$ cat src/rtl/wrs_pkg.sv
package wrs_pkg;
    typedef enum logic [1:0] {
        ST_IDLE = 2'd0,
        ST_XFER = 2'd1,
        ST_DONE = 2'd2
    } wrs_state_e;
endpackage

$ cat src/rtl/wrs_seq_fsm.sv
module wrs_seq_fsm
    import wrs_pkg::*;
(
    input  logic clk,
    input  logic rst,
    input  logic start,
    input  logic accept,
    input  logic last_word,
    output logic load,
    output logic advance,
    output logic busy,
    output logic bus_valid,
    output logic done
);
    wrs_state_e state_q, state_nx;

    // state register
    always_ff @(posedge clk) begin
        if (rst) state_q <= ST_IDLE;
        else     state_q <= state_nx;
    end

    // transitions
    always_comb begin
        state_nx = state_q;
        unique case (state_q)
            ST_IDLE: if (start)               state_nx = ST_XFER;
            ST_XFER: if (accept && last_word) state_nx = ST_DONE;
            ST_DONE:                          state_nx = ST_IDLE;
            default:                          state_nx = ST_IDLE;
        endcase
    end

    // outputs
    always_comb begin
        load      = 1'b0;
        advance   = 1'b0;
        busy      = 1'b1;
        bus_valid = 1'b0;
        done      = 1'b0;
        unique case (state_q)
            ST_IDLE: begin
                busy = 1'b0;
                load = start;
            end
            ST_XFER: begin
                bus_valid = 1'b1;
                advance   = accept;
            end
            ST_DONE: done = 1'b1;
            default: busy = 1'b0;
        endcase
    end
endmodule

$ cat src/rtl/wrs_word_ctr.sv
module wrs_word_ctr #(
    parameter int BUS_BYTES = 4,
    parameter int MAX_WORDS = 4,
    parameter int ADDR_W    = 16,
    parameter int BSZ_W     = 5,
    parameter int WCNT_W    = 3
) (
    input  logic              clk,
    input  logic              rst,
    input  logic              load,
    input  logic              advance,
    input  logic [ADDR_W-1:0] req_addr,
    input  logic [BSZ_W-1:0]  req_bytes,
    output logic [WCNT_W-1:0] word_idx,
    output logic [WCNT_W-1:0] nwords,
    output logic              last_word,
    output logic [ADDR_W-1:0] cur_addr
);
    localparam int LANE_SH = $clog2(BUS_BYTES);

    logic [ADDR_W-1:0] base_q;
    logic [BSZ_W-1:0]  shifted;
    logic [WCNT_W-1:0] req_words;

    assign shifted = req_bytes >> LANE_SH;

    always_comb begin
        if (req_bytes <= BSZ_W'(BUS_BYTES))
            req_words = WCNT_W'(1);
        else if (shifted > BSZ_W'(MAX_WORDS))
            req_words = WCNT_W'(MAX_WORDS);
        else
            req_words = WCNT_W'(shifted);
    end

    always_ff @(posedge clk) begin
        if (rst) begin
            base_q   <= '0;
            nwords   <= WCNT_W'(1);
            word_idx <= '0;
        end else if (load) begin
            base_q   <= req_addr;
            nwords   <= req_words;
            word_idx <= '0;
        end else if (advance) begin
            word_idx <= word_idx + WCNT_W'(1);
        end
    end

    assign last_word = (word_idx == nwords - WCNT_W'(1));
    assign cur_addr  = base_q + (ADDR_W'(word_idx) << LANE_SH);
endmodule

$ cat src/rtl/wrs_lane_map.sv
module wrs_lane_map #(
    parameter int BUS_BYTES  = 4,
    parameter int BIG_ENDIAN = 0,
    parameter int WCNT_W     = 3,
    parameter int BIDX_W     = 4
) (
    input  logic [WCNT_W-1:0]           word_idx,
    input  logic [WCNT_W-1:0]           nwords,
    output logic [BUS_BYTES*BIDX_W-1:0] lane_idx
);
    localparam int LANE_SH = $clog2(BUS_BYTES);
    localparam int PW      = BIDX_W + 2;

    logic [PW-1:0] first_pos;
    logic [PW-1:0] span;

    assign first_pos = PW'(word_idx) << LANE_SH;
    assign span      = PW'(nwords) << LANE_SH;

    for (genvar i = 0; i < BUS_BYTES; i++) begin : g_lane
        logic [PW-1:0] pos;
        assign pos = first_pos + PW'(i);
        if (BIG_ENDIAN != 0) begin : g_big
            assign lane_idx[i*BIDX_W +: BIDX_W] = BIDX_W'(span - pos - PW'(1));
        end else begin : g_little
            assign lane_idx[i*BIDX_W +: BIDX_W] = BIDX_W'(pos);
        end
    end
endmodule

$ cat src/rtl/wrs_gather.sv
module wrs_gather #(
    parameter int BUS_BYTES = 4,
    parameter int REG_BYTES = 16,
    parameter int BIDX_W    = 4
) (
    input  logic                        clk,
    input  logic                        rst,
    input  logic                        clear,
    input  logic                        capture,
    input  logic [BUS_BYTES*BIDX_W-1:0] lane_idx,
    input  logic [BUS_BYTES*8-1:0]      bus_rdata,
    output logic [REG_BYTES*8-1:0]      rd_data
);
    always_ff @(posedge clk) begin
        if (rst || clear) begin
            rd_data <= '0;
        end else if (capture) begin
            for (int i = 0; i < BUS_BYTES; i++)
                rd_data[lane_idx[i*BIDX_W +: BIDX_W]*8 +: 8] <= bus_rdata[i*8 +: 8];
        end
    end
endmodule

$ cat src/rtl/wide_reg_splitter.sv
module wide_reg_splitter #(
    parameter int BUS_BYTES  = 4,
    parameter int MAX_WORDS  = 4,
    parameter int ADDR_W     = 16,
    parameter int BIG_ENDIAN = 0
) (
    input  logic                                      clk,
    input  logic                                      rst,
    input  logic                                      req_valid,
    input  logic                                      req_write,
    input  logic [ADDR_W-1:0]                         req_addr,
    input  logic [$clog2(BUS_BYTES*MAX_WORDS+1)-1:0]  req_bytes,
    input  logic [8*BUS_BYTES*MAX_WORDS-1:0]          req_wdata,
    output logic                                      busy,
    output logic                                      done,
    output logic [8*BUS_BYTES*MAX_WORDS-1:0]          rd_data,
    output logic                                      bus_valid,
    output logic                                      bus_write,
    output logic [ADDR_W-1:0]                         bus_addr,
    output logic [8*BUS_BYTES-1:0]                    bus_wdata,
    input  logic                                      bus_ready,
    input  logic [8*BUS_BYTES-1:0]                    bus_rdata
);
    localparam int REG_BYTES = BUS_BYTES * MAX_WORDS;
    localparam int REG_W     = 8 * REG_BYTES;
    localparam int BSZ_W     = $clog2(REG_BYTES + 1);
    localparam int WCNT_W    = $clog2(MAX_WORDS + 1);
    localparam int BIDX_W    = $clog2(REG_BYTES);

    logic                        load, advance, last_word;
    logic [WCNT_W-1:0]           word_idx, nwords;
    logic [BUS_BYTES*BIDX_W-1:0] lane_idx;
    logic [REG_W-1:0]            wdata_q;
    logic                        write_q;

    wrs_seq_fsm u_fsm (
        .clk       (clk),
        .rst       (rst),
        .start     (req_valid),
        .accept    (bus_ready),
        .last_word (last_word),
        .load      (load),
        .advance   (advance),
        .busy      (busy),
        .bus_valid (bus_valid),
        .done      (done)
    );

    wrs_word_ctr #(
        .BUS_BYTES (BUS_BYTES),
        .MAX_WORDS (MAX_WORDS),
        .ADDR_W    (ADDR_W),
        .BSZ_W     (BSZ_W),
        .WCNT_W    (WCNT_W)
    ) u_ctr (
        .clk       (clk),
        .rst       (rst),
        .load      (load),
        .advance   (advance),
        .req_addr  (req_addr),
        .req_bytes (req_bytes),
        .word_idx  (word_idx),
        .nwords    (nwords),
        .last_word (last_word),
        .cur_addr  (bus_addr)
    );

    wrs_lane_map #(
        .BUS_BYTES  (BUS_BYTES),
        .BIG_ENDIAN (BIG_ENDIAN),
        .WCNT_W     (WCNT_W),
        .BIDX_W     (BIDX_W)
    ) u_map (
        .word_idx (word_idx),
        .nwords   (nwords),
        .lane_idx (lane_idx)
    );

    wrs_gather #(
        .BUS_BYTES (BUS_BYTES),
        .REG_BYTES (REG_BYTES),
        .BIDX_W    (BIDX_W)
    ) u_gather (
        .clk       (clk),
        .rst       (rst),
        .clear     (load),
        .capture   (advance && !write_q),
        .lane_idx  (lane_idx),
        .bus_rdata (bus_rdata),
        .rd_data   (rd_data)
    );

    always_ff @(posedge clk) begin
        if (rst) begin
            wdata_q <= '0;
            write_q <= 1'b0;
        end else if (load) begin
            wdata_q <= req_wdata;
            write_q <= req_write;
        end
    end

    assign bus_write = write_q;

    always_comb begin
        bus_wdata = '0;
        for (int i = 0; i < BUS_BYTES; i++)
            bus_wdata[i*8 +: 8] = wdata_q[lane_idx[i*BIDX_W +: BIDX_W]*8 +: 8];
    end
endmodule

$ cat config.mk
export PLATFORM = sky130hd
export DESIGN_NAME = wide_reg_splitter
export DESIGN_NICKNAME = d
export VERILOG_FILES = /design/src/rtl/wrs_pkg.sv /design/src/rtl/wrs_seq_fsm.sv /design/src/rtl/wrs_word_ctr.sv /design/src/rtl/wrs_lane_map.sv /design/src/rtl/wrs_gather.sv /design/src/rtl/wide_reg_splitter.sv
export SDC_FILE = /design/constraint.sdc
export NUM_CORES = 1
export LEC_CHECK = 0
export ABC_AREA = 0
export BUFFER_PORTS_ARGS = -buffer_cell sky130_fd_sc_hd__buf_2
export CORE_ASPECT_RATIO = 0.7
export CORE_MARGIN = 2
export CORE_UTILIZATION = 51
export DETAILED_ROUTE_END_ITERATION = 10
export MAX_ROUTING_LAYER = met4
export PLACE_DENSITY = 0.8
export SKIP_CTS_REPAIR_TIMING = 1
export SLEW_MARGIN = 30
export SYNTH_ARGS = -nofsm -noshare
export SYNTH_HDL_FRONTEND = slang
export SYNTH_SLANG_ARGS = --single-unit
$ cat constraint.sdc
create_clock -name clk -period 2.5 [get_ports clk]
set_input_delay 0.25 -clock clk [delete_from_list [all_inputs] [get_ports clk]]
set_output_delay 0.25 -clock clk [all_outputs]
set_load 0.03 [all_outputs]
==> impl_metrics.yaml, run 1 <==
outcome:
  status: "finished, violations left"
  violations: "negative hold slack, negative setup slack"
clock_tree:
  cts.sinks: 281
  cts_buffers: 27
  cts_tree: "built"
  cts.clk_slew.worst_paths_ps: 60
  h-tree-depth: 1
  clk-insertion-delay-late_ps: 530
  clockBufferDepth: 3
  root_buffer: "clkbuf_16"
pwr:
  p_seq_share_pct: 40.2
  ir_drop_uv: 655
  p_comb_share_pct: 26.4
  power.leakage_uw: 0.00654
  p_int_uw: 8650
  power_density_nw_per_um2: 825
  p_total_uw: 12900
  netSwitchingFraction_pct: 33.2
  p_clk_share_pct: 33.4
  p_switching_uw: 4300
global_route:
  grt_max_degree: 153
  antenna_found_initial: 5
  grtUsageMet1_pct: 37.2
  grt-busiest-layer: "met2"
  grt_pass1_wl_um: 51700
  track_usage_pct: 28.0
  use_met3_pct: 5.15
  overflow: 0
  grt_pass1_vias: 10100
  grt_use_met2_pct: 43.5
floorplanning:
  core_um2: 21700
  rows: 45
  floorplan.initialDensity_pct: 52.2
  pin_count: 366
  chipWidth_um: 182
  dieHeight_um: 129
  die_area_um2: 23500
cells_and_area:
  final_util_pct: 72.2
  areaGrowthSynthToFinish_pct: 38.3
  drive_gt1_share_pct: 26.6
  layout.nets: 2013
worst_setup_path:
  crit_chain: "ha_1 > a21o_1 > a21oi_1 > buf_4 > nor4b_2 > xor2_1 > buf_2"
  worst_path_max_delay_cell: "nor4b_2"
  end_kind: "output pin"
  max_stage_delay_ps: 380
  path_max_fanout: 6
  cp.required_ps: 2250
  arrival_ps: 2340
  startpoint_type: "flop"
  cp.buffers_inverters: 2
  cp_top_family: "buffers and inverters"
  path_class: "reg -> out"
timing:
  fin_crit_ps: 2590
  setup_viol: 5
  rsz0062_at_grt: "yes"
  worst_pin_slew_ps: 664
  max_freq_mhz: 386
  setup_ws_ps: -91.5
  post-route-period-util_pct: 104
  hold_violations: 5
  slew_headroom_pct: 55.8
  drv_slew: 0
  skew_ps: 17.5
  hold_ws_ps: -15.1
yosys:
  yosysWarnings: 0
  synth_fp_nets: 1564
  synth_edf_count: 0
  ys_ff_latch: 281
  syn_inst: 1360
  synth.cell_area_um2: 11300
  synthTopCellsByArea: "dfxtp_1 (50%), nand2_1 (14%), a21oi_1 (12%), mux4_2 (6.4%), nand3_1 (5.8%)"
  ys_seq_area_share_pct: 49.6
  synthArstFlopShare_pct: 0
  yosysMostFrequentCell: "nand2_1"
  ys_types: 34
  syn_area_per_cell_um2: 8.34
  yosysTopAreaCell: "dfxtp_1"
  synth_common_cells: "nand2_1 (431), a21oi_1 (281), dfxtp_1 (281)"
  synth.top_cell.area_share_pct: 49.6
  ys.flop_type: "dfxtp_1"
hold_path:
  min_path_type: "in -> reg"
routing:
  wl_um: 39000
  vias: 11900
  drtPass1Iterations: 5
  wire_per_inst_um: 18.4
  dr.first_iter.drc_count: 1136
  viasPerCell: 5.63
  drc_errors: 0
  ant_nets: 0
placement:
  detailed_place_hpwl_um: 22300
  gp_congestion: 0.872
  io_buffers: 363
flow_run:
  maxCapViolCount: 0
-- worst paths after layout --
check                                     from                           endpoint  slack (ps)  cells after the start
min                              req_wdata[69]           wdata_q[69]$_SDFFE_PP0P_         -20                      3
max reg2reg      u_fsm.state_q[1]$_SDFFE_PP0P_  u_gather.rd_data[10]$_SDFFE_PP0P_         320                      7
min reg2reg  u_gather.rd_data[59]$_SDFFE_PP0P_  u_gather.rd_data[59]$_SDFFE_PP0P_         450                      2
max             u_ctr.word_idx[1]$_SDFFE_PP0N_                       bus_addr[15]         -90                      7
-- layout make-up --
type | instances | area (um2)
Fill cell | 1501 | 6040
Sequential cell | 281 | 5630
Multi-Input combinational cell | 959 | 5190
Timing Repair Buffer | 528 | 3530
Clock buffer | 38 | 767
Tap cell | 282 | 353
Clock inverter | 12 | 166
Inverter | 12 | 45.0
Antenna cell | 6 | 15.0
-- worst register-to-register path: stages, from the launching register on --
cell     delay [ps]
dfxtp_1         320
inv_1           120
ha_1            270
and3b_1         540
and2_1          210
buf_4           310
nand3_1         140
a21oi_1         180
-- power by group through the flow --
stage | Sequential [uW] | Clock (uW) | Combinational (uW)
after global routing | 5240 | 4580 | 3700
after floorplan | 5280 | 0 | 2170
after CTS | 5170 | 4340 | 3110
after global placement | 5240 | 0 | 3040
final | 5210 | 4320 | 3420
after detailed placement | 5260 | 0 | 3090
-- logic make-up (layout without fill, tap and decap cells) --
logic type | count (synthesis) | in the layout | share of synthesized area (%)
fa+ha+maj | 18 | 18 | 2.05
buf+inv | 120 | 590 | 5.35
compound gates | 286 | 286 | 12.7
flops | 281 | 281 | 49.6
xor+xnor | 18 | 18 | 1.39
simple gates | 603 | 603 | 22.4
mux | 34 | 34 | 6.53
other cells | 0 | 6 | 0
-- through the flow --
step / setup TNS (ps) / setup WS, ps / area [um2] / cells
floorplan: 0 / 8.49 / 11300 / 1360
global placement: 0 / 268 / 13300 / 1920
detailed placement: 0 / 238 / 13300 / 1920
CTS: -1710 / -362 / 14200 / 1970
global route: -2710 / -188 / 15700 / 2117
finish: -177 / -91.5 / 15700 / 2118
-- cell usage in the layout, fill, tap and decap left out, types with 3 or more instances in the layout --
cell and instances:
a21oi_1 280, and2_1 8, buf_12 8, buf_2 357
buf_4 20, buf_6 3, bufinv_16 4, clkbuf_1 6
clkbuf_16 27, clkbuf_8 5, clkinv_2 6, dfxtp_1 278
dfxtp_2 3, diode_2 6, dlygate4sd3_1 139, ha_1 15
inv_1 10, mux4_2 32, nand2_1 430, nand2_2 4
nand2b_1 4, nand3_1 132, nor2_1 7, nor3b_2 3
xnor2_1 8, xor2_1 9
-- layer usage --
| layer | up-vias | share of wire, % |
|---|---|---|
| met1 | 5650 | 41 |
| li1 | 5468 | - |
| met3 | 149 | 7.4 |
| met5 | - | 0 |
| met4 | 0 | 4.3 |
| met2 | 665 | 47 |
-- state kept, by name, summed over array words and instances (netlist names) --
| register | count |
|---|---|
| u_fsm.state_q | 2 |
| bus_write | 1 |
| u_ctr.word_idx | 3 |
| u_gather.rd_data | 128 |
| u_ctr.base_q | 16 |
| wdata_q | 128 |
| u_ctr.nwords | 3 |
Note: power is estimated with default switching activity, not from simulation.
==> run 2: changes to the inputs <==
--- a/config.mk
+++ b/config.mk
@@ -13,7 +13,6 @@
 export DETAILED_ROUTE_END_ITERATION = 10
 export MAX_ROUTING_LAYER = met4
 export PLACE_DENSITY = 0.8
-export SKIP_CTS_REPAIR_TIMING = 1
 export SLEW_MARGIN = 30
 export SYNTH_ARGS = -nofsm -noshare
 export SYNTH_HDL_FRONTEND = slang
==> impl_metrics.yaml, run 2 (same netlist as run 1, synthesis figures left out) <==
outcome:
  status: "finished, violations left"
  violations: "negative setup slack"
timing:
  max_freq_mhz: 378
  skew_ps: 11.9
  worst_pin_slew_ps: 676
  slew_headroom_pct: 54.9
  hold_ws_ps: 17.8
  setup_ws_ps: -146
  fin_crit_ps: 2650
  hold_violations: 0
  post-route-period-util_pct: 106
  setup_viol: 4
  rsz0062_at_grt: "yes"
  drv_slew: 0
  final.setup.tns_ps: -184
pwr:
  power_density_nw_per_um2: 818
  p_int_uw: 8710
  p_comb_share_pct: 26.9
  p_seq_share_pct: 40.0
  p_switching_uw: 4330
  p_clk_share_pct: 33.2
  ir_drop_uv: 586
  netSwitchingFraction_pct: 33.2
  power.leakage_uw: 0.00667
clock_tree:
  root_buffer: "clkbuf_16"
  clockBufferDepth: 3
  cts.clk_slew.worst_paths_ps: 70
  h-tree-depth: 1
  cts_buffers: 27
  clk-insertion-delay-late_ps: 530
  cts.sinks: 281
  cts_tree: "built"
global_route:
  grt_max_degree: 153
  overflow: 0
  grt_pass1_vias: 11700
  antenna_found_initial: 5
  track_usage_pct: 33.7
  grt_pass1_wl_um: 61300
hold_path:
  min_path_type: "in -> reg"
  holdPathEnd: "u_ctr.word_idx[1]$_SDFFE_PP0N_"
  hold_path.startpoint: "bus_ready"
  hold_depth: 3
routing:
  viasPerCell: 5.60
  wire_per_inst_um: 18.7
  vias: 12000
  wl_um: 40100
  ant_nets: 0
  dr.first_iter.drc_count: 1144
  drtPass1Iterations: 5
  drc_errors: 0
cells_and_area:
  layout.nets: 2035
  areaGrowthSynthToFinish_pct: 40.6
  drive_gt1_share_pct: 26.5
  fillers: 1478
  final_common_cell: "nand2_1"
  reg_top3: "u_gather.rd_data: 128 flops, wdata_q: 128 flops, u_ctr.base_q: 16 flops"
  final_cell_area_um2: 16000
  final_cell_mix: "nand2_1 (430), buf_2 (355), a21oi_1 (280), dfxtp_1 (278), dlygate4sd3_1 (158)"
flow_run:
  maxCapViolCount: 0
worst_setup_path:
  arrival_ps: 2400
  startpoint_type: "flop"
  max_stage_delay_ps: 360
  worst_path_max_delay_cell: "dfxtp_2"
  regToRegSetupSlack_ps: 180
  cp.buffers_inverters: 2
  crit_chain: "ha_4 > inv_2 > fa_2 > nand2b_4 > a21oi_4 > nand4_1 > xnor2_1 > buf_4"
  r2r_start: "u_fsm.state_q[0]$_SDFFE_PP0P_"
  reg2regPathDepth: 7
  path_max_fanout: 4
  cp.required_ps: 2250
  path_class: "reg -> out"
  critPathLaunch: "u_ctr.word_idx[0]$_SDFFE_PP0N_"
  cp_top_family: "adder cells"
  rr_endpoint: "u_ctr.nwords[0]$_SDFFE_PP1P_"
  end_kind: "output pin"
floorplanning:
  die_area_um2: 23500
  pin_count: 366
  core_um2: 21700
  dieHeight_um: 129
  rows: 45
  chipWidth_um: 182
  floorplan.initialDensity_pct: 52.2
placement:
  placed_area_um2: 13300
  gp_congestion: 0.872
  detailed_place_hpwl_um: 22300
  io_buffers: 363
==> run 2: final cells by class <==
cell class                      count  area, um2  share of cell area (%)
Clock inverter                     12        166                    1.04
Inverter                           12       45.0                   0.282
Clock buffer                       38        767                    4.81
Sequential cell                   281       5630                    35.3
Tap cell                          282        353                    2.21
Antenna cell                        6       15.0                  0.0941
Timing Repair Buffer              549       3760                    23.6
Multi-Input combinational cell    960       5210                    32.7
==> run 2: through the flow <==
| step | worst slack (ps) | power, uW | util (%) | std cells |
|---|---|---|---|---|
| after floorplan | 8.49 | 7450 | - | 1360 |
| after global placement | 268 | 8270 | 61.0 | 1920 |
| after detailed placement | 238 | 8360 | 61.0 | 1920 |
| after CTS | -67.8 | 12800 | 73.0 | 2129 |
| after global routing | -228 | 13600 | 73.4 | 2139 |
| final | -146 | 13000 | 73.4 | 2140 |
==> run 2: what timing repair did <==
| action | CTS | global route |
|---|---|---|
| gates cloned | 0 | 1 |
| pin swaps | 5 | 6 |
| buffers inserted | 1 | 4 |
| endpoints found under the setup margin | 16 | 12 |
| gates resized for setup | 19 | 11 |
| hold buffers | 158 | 0 |
| hold endpoints to repair | 169 | 0 |
==> run 2: worst register-to-register path: stages (launching register included) <==
cell	delay [ps]
dfxtp_1	390
inv_1	100
ha_1	300
nand2_4	350
buf_12	310
a21oi_1	140
o21ai_0	110
dlygate4sd3_1	570
==> run 2: routing by layer <==
metal	track usage, %	vias to the layer above	routed length (um)
li1	-	5500	-
met1	41.0	5617	15700
met2	53.9	677	18900
met3	6.31	191	3200
met4	17.7	0	2280
met5	-	-	0
==> run 2: how the worst max path moves through the flow <==
stage                   end  slack (ps)  depth (start not counted)
4_1_cts        bus_addr[10]         -70                          8
5_1_grt        bus_addr[10]        -230                          8
2_1_floorplan  bus_addr[10]           8                          7
3_3_place_gp   bus_addr[14]         270                          8
6_report       bus_addr[10]        -150                          8
3_5_place_dp   bus_addr[10]         240                          8
==> run 2: power by group through the flow <==
stage               sequential [uW]  combinational (uW)  clock [uW]
floorplan                      5280                2170           0
finish                         5210                3510        4330
global placement               5240                3040           0
global route                   5250                3790        4570
detailed placement             5260                3090           0
CTS                            5170                3330        4340
==> run 3: changes to the inputs <==
--- a/config.mk
+++ b/config.mk
@@ -7,7 +7,7 @@
 export LEC_CHECK = 0
 export ABC_AREA = 0
 export BUFFER_PORTS_ARGS = -buffer_cell sky130_fd_sc_hd__buf_2
-export CORE_ASPECT_RATIO = 0.7
+export CORE_ASPECT_RATIO = 0.5
 export CORE_MARGIN = 2
 export CORE_UTILIZATION = 51
 export DETAILED_ROUTE_END_ITERATION = 10
==> impl_metrics.yaml, run 3 (same netlist as run 1, synthesis figures left out) <==
timing:
  fin_crit_ps: 2510
  post-route-period-util_pct: 100
  max_freq_mhz: 399
  final.setup.tns_ps: -8.31
  slew_headroom_pct: 59.9
  rsz0062_at_grt: "yes"
  setup_ws_ps: -8.31
  hold_violations: 0
  skew_ps: 11.2
  setup_viol: 1
  worst_pin_slew_ps: 600
  drv_slew: 0
placement:
  detailed_place_hpwl_um: 21100
  pre_cts_slack_ps: 300
  dpl.cell_count: 1938
  gp_congestion: 0.851
  io_buffers: 363
routing:
  wl_um: 38300
  ant_nets: 0
  drc_errors: 0
  dr.first_iter.drc_count: 1043
  wire_per_inst_um: 17.9
  viasPerCell: 5.53
  drtPass1Iterations: 7
  vias: 11800
flow_run:
  maxCapViolCount: 0
clock_tree:
  cts_buffers: 24
  cts.sinks: 281
  h-tree-depth: 1
  cts.clk_slew.worst_paths_ps: 70
  clockBufferDepth: 3
  clk-insertion-delay-late_ps: 520
  root_buffer: "clkbuf_16"
  cts_tree: "built"
worst_setup_path:
  worst_path_max_delay_cell: "fa_2"
  end_kind: "output pin"
  path_class: "reg -> out"
  crit_chain: "ha_4 > inv_2 > fa_2 > nand2b_4 > a21oi_4 > nand4_1 > xnor2_1 > buf_4"
  startpoint_type: "flop"
  arrival_ps: 2260
  cp.required_ps: 2250
  max_stage_delay_ps: 370
  path_max_fanout: 4
  critPathLaunch: "u_ctr.base_q[2]$_SDFFE_PP0P_"
  r2r_start: "u_fsm.state_q[0]$_SDFFE_PP0P_"
floorplanning:
  dieHeight_um: 109
  chipWidth_um: 215
  die_area_um2: 23500
  rows: 38
  pin_count: 366
  floorplan.initialDensity_pct: 52.2
  core_um2: 21700
pwr:
  p_int_uw: 8510
  p_seq_share_pct: 40.7
  power.leakage_uw: 0.00659
  netSwitchingFraction_pct: 33.5
  p_clk_share_pct: 32.2
  power_density_nw_per_um2: 810
  ir_drop_uv: 513
  p_switching_uw: 4300
  p_comb_share_pct: 27.1
global_route:
  overflow: 0
  antenna_found_initial: 4
  grt_pass1_vias: 11400
  grt_pass1_wl_um: 57900
  track_usage_pct: 31.7
  grt_use_met2_pct: 55.6
  grt-busiest-layer: "met2"
  grt_max_degree: 105
  use_met3_pct: 5.39
  grtUsageMet1_pct: 35.7
hold_path:
  min_path_type: "in -> reg"
  hold_path.startpoint: "bus_rdata[29]"
cells_and_area:
  multi_input_area_um2: 5220
  reg_top3: "u_gather.rd_data: 128 flops, wdata_q: 128 flops, u_ctr.base_q: 16 flops"
  fillers: 1543
  final_cell_mix: "nand2_1 (430), buf_2 (356), a21oi_1 (279), dfxtp_1 (277), dlygate4sd3_1 (150)"
  final_common_cell: "nand2_1"
  seq_area_um2: 5630
  drive_gt1_share_pct: 27.0
  layout.nets: 2022
  areaGrowthSynthToFinish_pct: 39.3
  final_util_pct: 72.7
  fin_cells: 2141
outcome:
  status: "finished, violations left"
  violations: "negative setup slack"
-- run 3: changes by cell type in the layout (fill, tap and decap cells not counted), sizes merged --
cell / change
and2: -1
clkbuf: -9
clkinv: +1
clkinvlp: +1
dlygate4sd3: -8
inv: -1
-- run 3: area by class of cell --
type / count / share of cell area [%]
Tap cell: 300 / 2.37
Sequential cell: 281 / 35.6
Clock inverter: 13 / 1.15
Clock buffer: 30 / 4.33
Inverter: 12 / 0.285
Antenna cell: 6 / 0.0950
Timing Repair Buffer: 540 / 23.1
Multi-Input combinational cell: 959 / 33.0
-- run 3: path summary, 6_finish.rpt --
| check | endpoint | slack [ps] | cells past startpoint |
|---|---|---|---|
| max | bus_addr[10] | -8 | 8 |
| min | u_gather.rd_data[93]$_SDFFE_PP0P_ | 20 | 3 |
| max reg2reg | u_ctr.nwords[0]$_SDFFE_PP1P_ | 350 | 6 |
| min reg2reg | u_gather.rd_data[85]$_SDFFE_PP0P_ | 450 | 2 |
-- run 3: worst max-delay path, delay by kind of cell, from the launching register on --
kind                     cells  cell delay (ps)
flip-flops                   1              360
adder cells (fa/ha/maj)      2              510
AO/OA/AOI/OAI                1              200
AND/OR/NAND/NOR              2              280
buffers and inverters        2              230
XOR/XNOR                     1              150
-- run 3: metrics by stage --
stage	power, uW	instance area, um2	hold WS, ps
6_report	12800	15800	18.6
5_1_grt	13300	15800	3.18
4_1_cts	12600	15700	2.71
3_5_place_dp	8370	13300	441
3_3_place_gp	8300	13300	435
2_1_floorplan	7450	11300	361
-- run 3: metal layers --
metal / part of all wire [%] / vias up
met3: 6.6 / 156
li1: - / 5482
met4: 4.6 / 0
met2: 50 / 636
met5: 0 / -
met1: 39 / 5560
-- run 3: power by group through the flow --
stage / sequential, uW / clock [uW] / combinational [uW]
2_1_floorplan: 5280 / 0 / 2170
3_3_place_gp: 5240 / 0 / 3060
3_5_place_dp: 5260 / 0 / 3110
4_1_cts: 5170 / 4140 / 3320
5_1_grt: 5240 / 4380 / 3720
6_report: 5210 / 4130 / 3470
-- run 3: repair_timing --
item                       CTS  global route
pin swaps                    5             9
hold endpoints to repair   150             0
setup endpoints to repair   40            32
resized for setup           16            18
setup buffers                1             3
hold buffers               150             0
cloned                       0             0
